<file path="src/rtl/mdio_pkg.sv">
package mdio_pkg;

  typedef enum logic [2:0] {
    S_IDLE,
    S_SEND,
    S_TURN,
    S_RDATA,
    S_FLUSH,
    S_TAIL
  } mdio_state_t;

  localparam logic [1:0] START_SHORT = 2'b01;
  localparam logic [1:0] START_EXT   = 2'b00;
  localparam logic [1:0] OPC_ADDR    = 2'b00;
  localparam logic [1:0] OPC_WRITE   = 2'b01;
  localparam logic [1:0] OPC_RD_SH   = 2'b10;
  localparam logic [1:0] OPC_RD_EXT  = 2'b11;
  localparam logic [1:0] TA_DRIVE    = 2'b10;

endpackage

</file>
<file path="src/rtl/mdio_clkgen.sv">
module mdio_clkgen #(
  parameter int HP_W = 8
) (
  input  logic            clk,
  input  logic            rst,
  input  logic            run,
  input  logic [HP_W-1:0] half,
  output logic            mdc,
  output logic            bit_end
);

  logic [HP_W-1:0] cnt;
  logic            last;

  assign last    = (cnt == half - 1'b1);
  assign bit_end = run && mdc && last;

  always_ff @(posedge clk) begin
    if (rst || !run) begin
      cnt <= '0;
      mdc <= 1'b0;
    end else if (last) begin
      cnt <= '0;
      mdc <= ~mdc;
    end else begin
      cnt <= cnt + 1'b1;
    end
  end


  cnt_range_chk: assert property (@(posedge clk) disable iff (rst)
    run |-> (cnt < half));

endmodule

</file>
<file path="src/rtl/mdio_frame_fmt.sv">
module mdio_frame_fmt
  import mdio_pkg::*;
#(
  parameter int PHY_AW  = 5,
  parameter int REG_AW  = 5,
  parameter int DATA_W  = 16,
  parameter int PRE_LEN = 32,
  parameter int CNT_W   = 7
) (
  input  logic              c45,
  input  logic              rd,
  input  logic              aph,
  input  logic [PHY_AW-1:0] phy,
  input  logic [REG_AW-1:0] rg,
  input  logic [DATA_W-1:0] addr,
  input  logic [DATA_W-1:0] wdata,
  output logic [PRE_LEN+4+PHY_AW+REG_AW+2+DATA_W-1:0] frame,
  output logic [CNT_W-1:0]  nbits,
  output logic              wtype
);

  localparam int HDR_END = PRE_LEN + 4 + PHY_AW + REG_AW;
  localparam int FR_W    = HDR_END + 2 + DATA_W;

  logic [1:0] st2;
  logic [1:0] op2;

  always_comb begin
    st2 = c45 ? START_EXT : START_SHORT;
    if (aph)      op2 = OPC_ADDR;
    else if (c45) op2 = rd ? OPC_RD_EXT : OPC_WRITE;
    else          op2 = rd ? OPC_RD_SH : OPC_WRITE;
    wtype = aph || !rd;
    frame = {{PRE_LEN{1'b1}}, st2, op2, phy, rg, TA_DRIVE, (aph ? addr : wdata)};
    nbits = wtype ? CNT_W'(FR_W) : CNT_W'(HDR_END);
  end

endmodule

</file>
<file path="src/rtl/mdio_seq.sv">
module mdio_seq
  import mdio_pkg::*;
#(
  parameter int PHY_AW    = 5,
  parameter int REG_AW    = 5,
  parameter int DATA_W    = 16,
  parameter int PRE_LEN   = 32,
  parameter int FLUSH_LEN = 32
) (
  input  logic                     clk,
  input  logic                     rst,
  input  logic                     start,
  input  logic                     req_read,
  input  logic                     req_c45,
  input  logic [PHY_AW-1:0]        req_phy,
  input  logic [REG_AW-1:0]        req_reg,
  input  logic [DATA_W-1:0]        req_addr,
  input  logic [DATA_W-1:0]        req_wdata,
  input  logic [(1<<PHY_AW)-1:0]   ta_ignore_mask,
  input  logic                     bit_end,
  input  logic                     mdio_in,
  output logic                     mdio_out,
  output logic                     mdio_oe,
  output logic                     busy,
  output logic                     done,
  output logic [DATA_W-1:0]        rdata,
  output logic                     ta_err
);

  localparam int FR_W  = PRE_LEN + 4 + PHY_AW + REG_AW + 2 + DATA_W;
  localparam int CNT_W = $clog2(FR_W + FLUSH_LEN + 1);

  mdio_state_t       st;
  logic              rd_q, c45_q, aph_q, wtype_q;
  logic [PHY_AW-1:0] phy_q;
  logic [REG_AW-1:0] reg_q;
  logic [DATA_W-1:0] addr_q, wd_q, shin;
  logic [FR_W-1:0]   shreg;
  logic [CNT_W-1:0]  cnt;

  logic              idle;
  logic [FR_W-1:0]   fr;
  logic [CNT_W-1:0]  fr_nbits;
  logic              fr_wtype;

  assign idle = (st == S_IDLE);
  assign busy = !idle;

  mdio_frame_fmt #(
    .PHY_AW (PHY_AW),
    .REG_AW (REG_AW),
    .DATA_W (DATA_W),
    .PRE_LEN(PRE_LEN),
    .CNT_W  (CNT_W)
  ) u_fmt (
    .c45  (idle ? req_c45   : c45_q),
    .rd   (idle ? req_read  : rd_q),
    .aph  (idle ? req_c45   : 1'b0),
    .phy  (idle ? req_phy   : phy_q),
    .rg   (idle ? req_reg   : reg_q),
    .addr (idle ? req_addr  : addr_q),
    .wdata(idle ? req_wdata : wd_q),
    .frame(fr),
    .nbits(fr_nbits),
    .wtype(fr_wtype)
  );

  always_ff @(posedge clk) begin
    if (rst) begin
      st       <= S_IDLE;
      rd_q     <= 1'b0;
      c45_q    <= 1'b0;
      aph_q    <= 1'b0;
      wtype_q  <= 1'b0;
      phy_q    <= '0;
      reg_q    <= '0;
      addr_q   <= '0;
      wd_q     <= '0;
      shin     <= '0;
      shreg    <= '0;
      cnt      <= '0;
      mdio_out <= 1'b1;
      mdio_oe  <= 1'b0;
      done     <= 1'b0;
      rdata    <= '0;
      ta_err   <= 1'b0;
    end else begin
      done <= 1'b0;
      case (st)
        S_IDLE: begin
          if (start) begin
            rd_q     <= req_read;
            c45_q    <= req_c45;
            aph_q    <= req_c45;
            phy_q    <= req_phy;
            reg_q    <= req_reg;
            addr_q   <= req_addr;
            wd_q     <= req_wdata;
            wtype_q  <= fr_wtype;
            shreg    <= fr;
            mdio_out <= fr[FR_W-1];
            mdio_oe  <= 1'b1;
            cnt      <= fr_nbits - 1'b1;
            st       <= S_SEND;
          end
        end
        S_SEND: begin
          if (bit_end) begin
            if (cnt == '0) begin
              mdio_oe  <= 1'b0;
              mdio_out <= 1'b1;
              st       <= wtype_q ? S_TAIL : S_TURN;
            end else begin
              shreg    <= shreg << 1;
              mdio_out <= shreg[FR_W-2];
              cnt      <= cnt - 1'b1;
            end
          end
        end
        S_TURN: begin
          if (bit_end) begin
            if (mdio_in && !ta_ignore_mask[phy_q]) begin
              cnt <= CNT_W'(FLUSH_LEN - 1);
              st  <= S_FLUSH;
            end else begin
              cnt <= CNT_W'(DATA_W - 1);
              st  <= S_RDATA;
            end
          end
        end
        S_RDATA: begin
          if (bit_end) begin
            shin <= {shin[DATA_W-2:0], mdio_in};
            if (cnt == '0) st <= S_TAIL;
            else           cnt <= cnt - 1'b1;
          end
        end
        S_FLUSH: begin
          if (bit_end) begin
            if (cnt == '0) begin
              st     <= S_IDLE;
              done   <= 1'b1;
              rdata  <= '1;
              ta_err <= 1'b1;
            end else begin
              cnt <= cnt - 1'b1;
            end
          end
        end
        S_TAIL: begin
          if (bit_end) begin
            if (aph_q) begin
              aph_q    <= 1'b0;
              wtype_q  <= fr_wtype;
              shreg    <= fr;
              mdio_out <= fr[FR_W-1];
              mdio_oe  <= 1'b1;
              cnt      <= fr_nbits - 1'b1;
              st       <= S_SEND;
            end else begin
              st     <= S_IDLE;
              done   <= 1'b1;
              ta_err <= 1'b0;
              if (rd_q) rdata <= shin;
            end
          end
        end
        default: st <= S_IDLE;
      endcase
    end
  end


  flush_ones_chk: assert property (@(posedge clk) disable iff (rst)
    (done && ta_err) |-> (rdata == '1));


  ta_masked_chk: assert property (@(posedge clk) disable iff (rst)
    (bit_end && st == S_TURN && ta_ignore_mask[phy_q]) |=> (st == S_RDATA));


  req_hold_chk: assert property (@(posedge clk) disable iff (rst)
    (busy && $past(busy)) |-> ($stable(phy_q) && $stable(rd_q) && $stable(c45_q) && $stable(reg_q)));

endmodule

</file>
<file path="src/rtl/mdio_master.sv">
module mdio_master
  import mdio_pkg::*;
#(
  parameter int PHY_AW    = 5,
  parameter int REG_AW    = 5,
  parameter int DATA_W    = 16,
  parameter int PRE_LEN   = 32,
  parameter int FLUSH_LEN = 32,
  parameter int HP_W      = 8
) (
  input  logic                   clk,
  input  logic                   rst,
  input  logic                   start,
  input  logic                   req_read,
  input  logic                   req_c45,
  input  logic [PHY_AW-1:0]      req_phy,
  input  logic [REG_AW-1:0]      req_reg,
  input  logic [DATA_W-1:0]      req_addr,
  input  logic [DATA_W-1:0]      req_wdata,
  input  logic [HP_W-1:0]        half_period,
  input  logic [(1<<PHY_AW)-1:0] ta_ignore_mask,
  input  logic                   mdio_in,
  output logic                   mdc,
  output logic                   mdio_out,
  output logic                   mdio_oe,
  output logic                   busy,
  output logic                   done,
  output logic [DATA_W-1:0]      rdata,
  output logic                   ta_err
);

  logic [HP_W-1:0] hp_q;
  logic            bit_end;

  always_ff @(posedge clk) begin
    if (rst) begin
      hp_q <= HP_W'(1);
    end else if (start && !busy) begin
      hp_q <= (half_period == '0) ? HP_W'(1) : half_period;
    end
  end

  mdio_clkgen #(.HP_W(HP_W)) u_clk (
    .clk    (clk),
    .rst    (rst),
    .run    (busy),
    .half   (hp_q),
    .mdc    (mdc),
    .bit_end(bit_end)
  );

  mdio_seq #(
    .PHY_AW   (PHY_AW),
    .REG_AW   (REG_AW),
    .DATA_W   (DATA_W),
    .PRE_LEN  (PRE_LEN),
    .FLUSH_LEN(FLUSH_LEN)
  ) u_seq (
    .clk           (clk),
    .rst           (rst),
    .start         (start),
    .req_read      (req_read),
    .req_c45       (req_c45),
    .req_phy       (req_phy),
    .req_reg       (req_reg),
    .req_addr      (req_addr),
    .req_wdata     (req_wdata),
    .ta_ignore_mask(ta_ignore_mask),
    .bit_end       (bit_end),
    .mdio_in       (mdio_in),
    .mdio_out      (mdio_out),
    .mdio_oe       (mdio_oe),
    .busy          (busy),
    .done          (done),
    .rdata         (rdata),
    .ta_err        (ta_err)
  );


  mdc_idle_low_chk: assert property (@(posedge clk) disable iff (rst)
    !busy |-> !mdc);


  data_at_fall_chk: assert property (@(posedge clk) disable iff (rst)
    (busy && $past(busy) && !($stable(mdio_out) && $stable(mdio_oe))) |-> $fell(mdc));


  done_pulse_chk: assert property (@(posedge clk) disable iff (rst)
    done |=> !done);


  idle_after_done_chk: assert property (@(posedge clk) disable iff (rst)
    done |-> !busy);

endmodule

</file>
<file path="config.mk">
export PLATFORM = sky130hd
export DESIGN_NAME = mdio_master
export DESIGN_NICKNAME = d
export VERILOG_FILES = /design/src/rtl/mdio_pkg.sv /design/src/rtl/mdio_clkgen.sv /design/src/rtl/mdio_frame_fmt.sv /design/src/rtl/mdio_seq.sv /design/src/rtl/mdio_master.sv
export SDC_FILE = /design/constraint.sdc
export NUM_CORES = 1
export LEC_CHECK = 0
export ABC_CLOCK_PERIOD_IN_PS = 3800
export BUFFER_PORTS_ARGS = -buffer_cell sky130_fd_sc_hd__buf_2
export CORE_MARGIN = 4
export CORE_UTILIZATION = 45
export CTS_CLUSTER_SIZE = 12
export DETAILED_ROUTE_END_ITERATION = 8
export PLACE_DENSITY = 0.75
export SYNTH_ARGS = -nofsm -noshare
export SYNTH_HDL_FRONTEND = slang
export SYNTH_SLANG_ARGS = --single-unit
</file>
<file path="constraint.sdc">
create_clock -name clk -period 3.8 [get_ports clk]
set_clock_uncertainty 0.15 [all_clocks]
set_input_delay 0.38 -clock clk [delete_from_list [all_inputs] [get_ports clk]]
set_output_delay 0.38 -clock clk [all_outputs]
set_load 0.05 [all_outputs]
</file>
[Word-level counts from Yosys, hierarchy flattened]
Cells that the tools add are included.
Word-level totals
  output and inout port bits: 22
  flip-flop bits (word level): 172
  word-level logic and storage cells: 152
Cells by class
  reduce and logical (&&, ||, !) cells: 29
  bitwise operators: 1
  $lt $le $gt $ge: 1
  $add $sub $neg: 4
  equal/unequal tests: 21
  multiplexer cells: 76
Operators by type and width (count)
  63-bit two-way mux: 5
  63-bit one-hot mux with 3 select lines: 1
  16-bit two-way mux: 8
  7-bit two-way mux: 7
  3-bit two-way mux: 11
  16-bit one-hot mux with 2 select lines: 1
  7-bit one-hot mux with 4 select lines: 1
  1-bit two-way mux: 26
  2-bit != test, second input constant: 9
  3-bit one-hot mux with 6 select lines: 1
  6-bit AND reduction: 3
  5-bit two-way mux: 3
  7-bit by 1-bit subtractor with 7-bit output, second input constant: 2
  2-bit by 1-bit != test with 1-bit output, second input constant: 6
  5-bit AND reduction: 2
  9-bit AND reduction: 1
  8-bit by 1-bit adder with 8-bit output, second input constant: 1
  8-bit == test: 1
  8-bit logical NOT: 1
  2-bit two-way mux: 4
  8-bit two-way mux: 1
  1-bit one-hot mux with 2 select lines: 4
  8-bit by 1-bit subtractor with 8-bit output, second input constant: 1
  7-bit logical NOT: 1
  other kinds (20): 31

[Depth between registers and ports, before layout]
  word-level depth: 9
  gate-level depth with buffers: 13
  gate-level depth less buffers: 12

[By module]
Synthesis repeated with hierarchy kept, for this count alone.
Second synthesis, totals
  cells, all modules: 1098
  area total of the unflattened synthesis: 9241.4 µm²
By module, submodules not included
  mdio_seq: sequential area each 3103.0 µm², instances 1, area each 7629.8 µm², cells each 908
  mdio_frame_fmt: sequential area each 0.0 µm², instances 1, area each 658.1 µm², cells each 76
  mdio_clkgen: sequential area each 180.2 µm², instances 1, area each 616.8 µm², cells each 74
  mdio_master: sequential area each 160.2 µm², instances 1, area each 336.6 µm², cells each 40

[Worst setup path before layout]
No wires, ideal clock.
  path kind: register -> register
  start: register u_seq.st[2]
  end: register u_seq.cnt[4]
  clock period less this slack: 3.041 ns
  cell stages (with the launch flop): 14
  path slack: 0.759 ns
  arrival: 2.821 ns
  path buffers: 1
  required time: 3.580 ns
  cells stage by stage: dfxtp_1 > clkbuf_1 > nor3_1 > inv_1 > a21oi_1 > nand2_1 > o21ai_0 > ha_1 > nor3b_1 > xnor2_1 > o21ai_0 > a31oi_1 > a221o_1 > a21oi_1
Between the ends
  word-level cells in the longest chain between the ends: 9
RTL lines
  from (decl): RTL line mdio_seq.sv:33  | mdio_state_t st;
  from (signal assigned): RTL line mdio_seq.sv:112  | st <= wtype_q ? S_TAIL : S_TURN;
  3-bit logical NOT: RTL line mdio_seq.sv:46, mdio_seq.sv:89
  1-bit two-way mux: RTL line mdio_seq.sv:57  | .rd (idle ? req_read : rd_q),
  1-bit logical NOT: RTL line mdio_frame_fmt.sv:33  | wtype = aph || !rd;
  1-bit logical OR: RTL line mdio_frame_fmt.sv:33
  7-bit two-way mux: RTL line mdio_frame_fmt.sv:35  | nbits = wtype ? CNT_W'(FR_W) : CNT_W'(HDR_END);
  7-bit by 1-bit subtractor with 7-bit output: RTL line mdio_seq.sv:103, mdio_seq.sv:158
  7-bit two-way mux: RTL line mdio_seq.sv:152  | if (aph_q) begin
  7-bit two-way mux: RTL line mdio_seq.sv:151  | if (bit_end) begin
  7-bit one-hot mux with 4 select lines: RTL line mdio_seq.sv:89  | case (st)
  to (signal assigned): RTL line mdio_seq.sv:103  | cnt <= fr_nbits - 1'b1;
  to (signal assigned): RTL line mdio_seq.sv:116  | cnt <= cnt - 1'b1;
  to (signal assigned): RTL line mdio_seq.sv:158  | cnt <= fr_nbits - 1'b1;
  to (decl): RTL line mdio_seq.sv:39  | logic [CNT_W-1:0] cnt;
Parallel ways exist; a longest one is shown, timed or not. The select of a mux whose other input is x is not followed.
A chain may end at the register's enable or synchronous reset.

[Worst setup path in the final report]
  start: register hp_q[0]
  end: register u_seq.shreg[21]
Between the ends
  word-level cells in the longest chain between the ends: 5
RTL lines
  from (decl): RTL line mdio_master.sv:32  | logic [HP_W-1:0] hp_q;
  from (signal assigned): RTL line mdio_master.sv:39  | hp_q <= (half_period == '0) ? HP_W'(1) : half_period;
  8-bit by 1-bit subtractor with 8-bit output *: RTL line mdio_clkgen.sv:15  | assign last = (cnt == half - 1'b1);
  8-bit == test *: RTL line mdio_clkgen.sv:15
  1-bit logical AND *: RTL line mdio_clkgen.sv:16  | assign bit_end = run && mdc && last;
  2-bit != test (no line)
  6-bit AND reduction (no line) *
  to (signal assigned): RTL line mdio_seq.sv:100  | shreg <= fr;
  to (signal assigned): RTL line mdio_seq.sv:114  | shreg <= shreg << 1;
  to (signal assigned): RTL line mdio_seq.sv:155  | shreg <= fr;
  to (decl): RTL line mdio_seq.sv:38  | logic [FR_W-1:0] shreg;
Every way passes the cells marked *; elsewhere a longest branch is shown, timed or not.

==> impl_metrics.tcl <==
set metrics [dict create \
    min_path_type "in -> reg" \
    tritoncts "done" \
    die_h_um 136 \
    gp_congestion 0.929 \
    routed_wl_mm 17.5 \
    synth.mux.area_fraction_pct 8.82 \
    slew_headroom_pct 38.7 \
    htree_levels 4 \
    maxSlewViolCount 0 \
    clock_latency_ns 0.43 \
    firstDrtPassIters 5 \
    start_util_pct 46.0 \
    hold_path_depth 3 \
    post-dp-hpwl_mm 11.6 \
    hold_viol 0 \
    worstPathRequired_ns 3.96 \
    p_per_area_nw_per_um2 545 \
    synth_xor_area_share_pct 2.39 \
    core_area_um2 15900 \
    row_count 46 \
    routedWlPerCell_um 15.2 \
    power_mw 4.70 \
    grt.overflow.total 0 \
    syn_nets 948 \
    status "finished, final reports clean" \
    fin_crit_sh_pct 84.6 \
    gr-usage-met3_pct 5.05 \
    max_stage_delay_ns 0.43 \
    ir_drop_uv 350 \
    synth_seq_area_share_pct 42.6 \
    drtIter0Drc 553 \
    syn_avg_cell_area_um2 8.56 \
    drc 0 \
    start_kind "flop" \
    yosys.area_share.simple_pct 19.2 \
    synthAdderAreaFrac_pct 0.648 \
    ctsResizeCount 0 \
    antenna_found_initial 1 \
    comb_power_share_pct 21.3 \
    met1_usage_pct 26.2 \
    grt_max_degree 72 \
    sw_frac_of_total_pct 30.3 \
    cp.arrival_ns 3.37 \
    ant_nets 0 \
    synth_top_family_by_area "compound AO/OA/AOI/OAI gates" \
    synth_compound_area_share_pct 21.4 \
    clock-sinks 156 \
    synth_edf_count 0 \
    clkTransAtPathRegs_ns 0.07 \
    grt_pass1_vias 6075 \
    numCtsBuffers 17 \
    slowest_stage "and4_1" \
    area_growth_pct 17.4 \
    viasPerCell 5.60 \
    io_pins 110 \
    synth_area_um2 7340 \
    fin_tns_setup_ns 0 \
    async_reset_ff_share_pct 0 \
    drv_cap 0 \
    place.port_buffers 109 \
    grt_pass1_wl_mm 29.6 \
    min_period_ns 3.21 \
    netlist_instances 857 \
    cp-end-kind "flop" \
    p_leak_nw 3.50 \
    worst_r2r_path_depth 10 \
    die_area_um2 18400 \
    path_cells "inv_1 -> ha_1 -> nor3b_1 -> xnor2_1 -> nor3_1 -> and4_1 -> nand3_1 -> nand3_2 -> buf_12 -> mux2_2" \
    grt_usage_pct 19.5 \
    cp_max_fo 39 \
    vias 6452 \
    tightestPinTransition_ns 0.914 \
    synth_top_flop_cell "dfxtp_1" \
    yosys_warnings 0 \
    setup_viol 0 \
    synth-seq-cells 156 \
    yosysUniqueCellTypes 61 \
    final_nets 1015 \
    clock_path_buffers 2 \
    power_frac_clock_pct 37.9 \
    die_width_um 136 \
    fmax_ghz 0.311 \
    rsz0062_at_grt "no" \
    grtUsageMet2_pct 31.3 \
    ctsHoldBuffers 0 \
    cts-root-buf "clkbuf_16" \
    drive_above_1_share_pct 23.6 \
    worstSetupPathType "reg -> reg" \
    p_switching_mw 1.42 \
    seq_power_share_pct 40.8 \
    p_int_mw 3.27 \
    top_usage_layer "met2" \
    diodes 0 \
    post-cts-setup-buffer-count 0 \
]
-- power groups by stage --
stage / Clock [mW] / Combinational [mW] / Sequential [mW]
after floorplan: 0 / 0.776 / 1.91
after global placement: 0 / 0.980 / 1.94
after detailed placement: 0 / 0.993 / 1.95
after CTS: 1.82 / 1.00 / 1.91
after global routing: 1.88 / 1.13 / 1.93
final: 1.78 / 1.00 / 1.92
-- metrics by stage --
stage | util [%] | std cells | cell area (um^2) | hold slack [ns] | worst slack (ns)
final | 54.0 | 1153 | 8620 | 0.0519 | 0.587
after global placement | 50.1 | 1121 | 7990 | 0.293 | 0.733
after global routing | 54.0 | 1153 | 8620 | 0.0427 | 0.236
after floorplan | - | 857 | 7340 | 0.287 | 0.759
after CTS | 54.0 | 1153 | 8620 | 0.0311 | 0.588
after detailed placement | 50.1 | 1121 | 7990 | 0.297 | 0.617
-- layout by cell type, fill, tap and decap left out, types with 14 or more instances in the layout --
cell | synthesis | layout
buf_2 | 10 | 108
nand3_1 | 19 | 18
nor4_1 | 19 | 19
o221a_2 | 33 | 33
clkbuf_16 | 0 | 17
dfxtp_1 | 156 | 156
mux2i_1 | 32 | 32
a21oi_1 | 85 | 85
nor2b_1 | 17 | 17
xnor2_1 | 14 | 14
buf_4 | 1 | 15
nand2_1 | 112 | 112
a211oi_1 | 50 | 50
nor2_1 | 108 | 107
-- state kept, by name, summed over array words and instances (netlist names), 3 cells and up --
signal	flops
u_seq.shreg	63
u_seq.rdata	16
u_seq.shin	16
u_seq.wd_q	16
hp_q	8
u_clk.cnt	8
u_seq.cnt	7
u_seq.phy_q	5
u_seq.reg_q	5
u_seq.st	3
-- cells by family (layout without fill, tap and decap cells) --
logic type | count (synthesis) | count (layout)
XOR/XNOR | 20 | 20
multiplexers | 53 | 53
buffers and inverters | 88 | 168
adder cells (fa/ha/maj) | 4 | 4
AO/OA/AOI/OAI | 222 | 222
AND/OR/NAND/NOR | 314 | 314
flip-flops | 156 | 156
-- worst max-delay path, delay by kind of cell (launching register included) --
| kind | cells | cell delay (ns) |
|---|---|---|
| muxes | 1 | 0.36 |
| xor gates and xnor gates | 1 | 0.11 |
| adders and majority gates | 1 | 0.19 |
| and+or+nand+nor | 5 | 1.60 |
| DFF | 1 | 0.34 |
| buffers and inverters | 2 | 0.34 |
-- cell type report --
class / instances / area, um^2
Clock inverter: 14 / 184
Inverter: 12 / 45.0
Timing Repair Buffer: 124 / 673
Tap cell: 216 / 270
Fill cell: 1470 / 7330
Multi-Input combinational cell: 613 / 3880
Sequential cell: 156 / 3120
Clock buffer: 18 / 439
-- cells in the mapped netlist, types with 9 or more instances --
library cell,instances,share of area (%)
dfxtp_1,156,43
nand2_1,112,5.7
nor2_1,108,5.5
a21oi_1,85,5.8
clkbuf_1,55,2.8
a211oi_1,50,5.1
o221a_2,33,5.1
mux2i_1,32,4.4
nand3_1,19,1.3
nor4_1,19,1.6
nor2b_1,17,1.4
xnor2_1,14,1.7
mux2_2,13,2.0
o21ai_0,13,0.89
buf_2,10,0.68
inv_1,10,0.51
nor3_1,9,0.61
-- metal layers --
metal | vias to the layer above | wire [um]
met1 | 3009 | 8100
met2 | 170 | 8220
li1 | 3247 | -
met4 | 2 | 219
met5 | - | 7
met3 | 24 | 957
-- final timing paths --
kind	from	end	slack (ns)
worst max-delay path	hp_q[0]$_SDFFE_PP1P_	u_seq.shreg[21]$_SDFFE_PP0P_	0.59
worst min-delay path	req_wdata[13]	u_seq.wd_q[13]$_SDFFE_PP0P_	0.05
worst max register to register	hp_q[0]$_SDFFE_PP1P_	u_seq.shreg[21]$_SDFFE_PP0P_	0.59
worst min register to register	u_seq.wd_q[2]$_SDFFE_PP0P_	u_seq.wd_q[2]$_SDFFE_PP0P_	0.30
No activity file was read; power rests on OpenSTA's default activity.
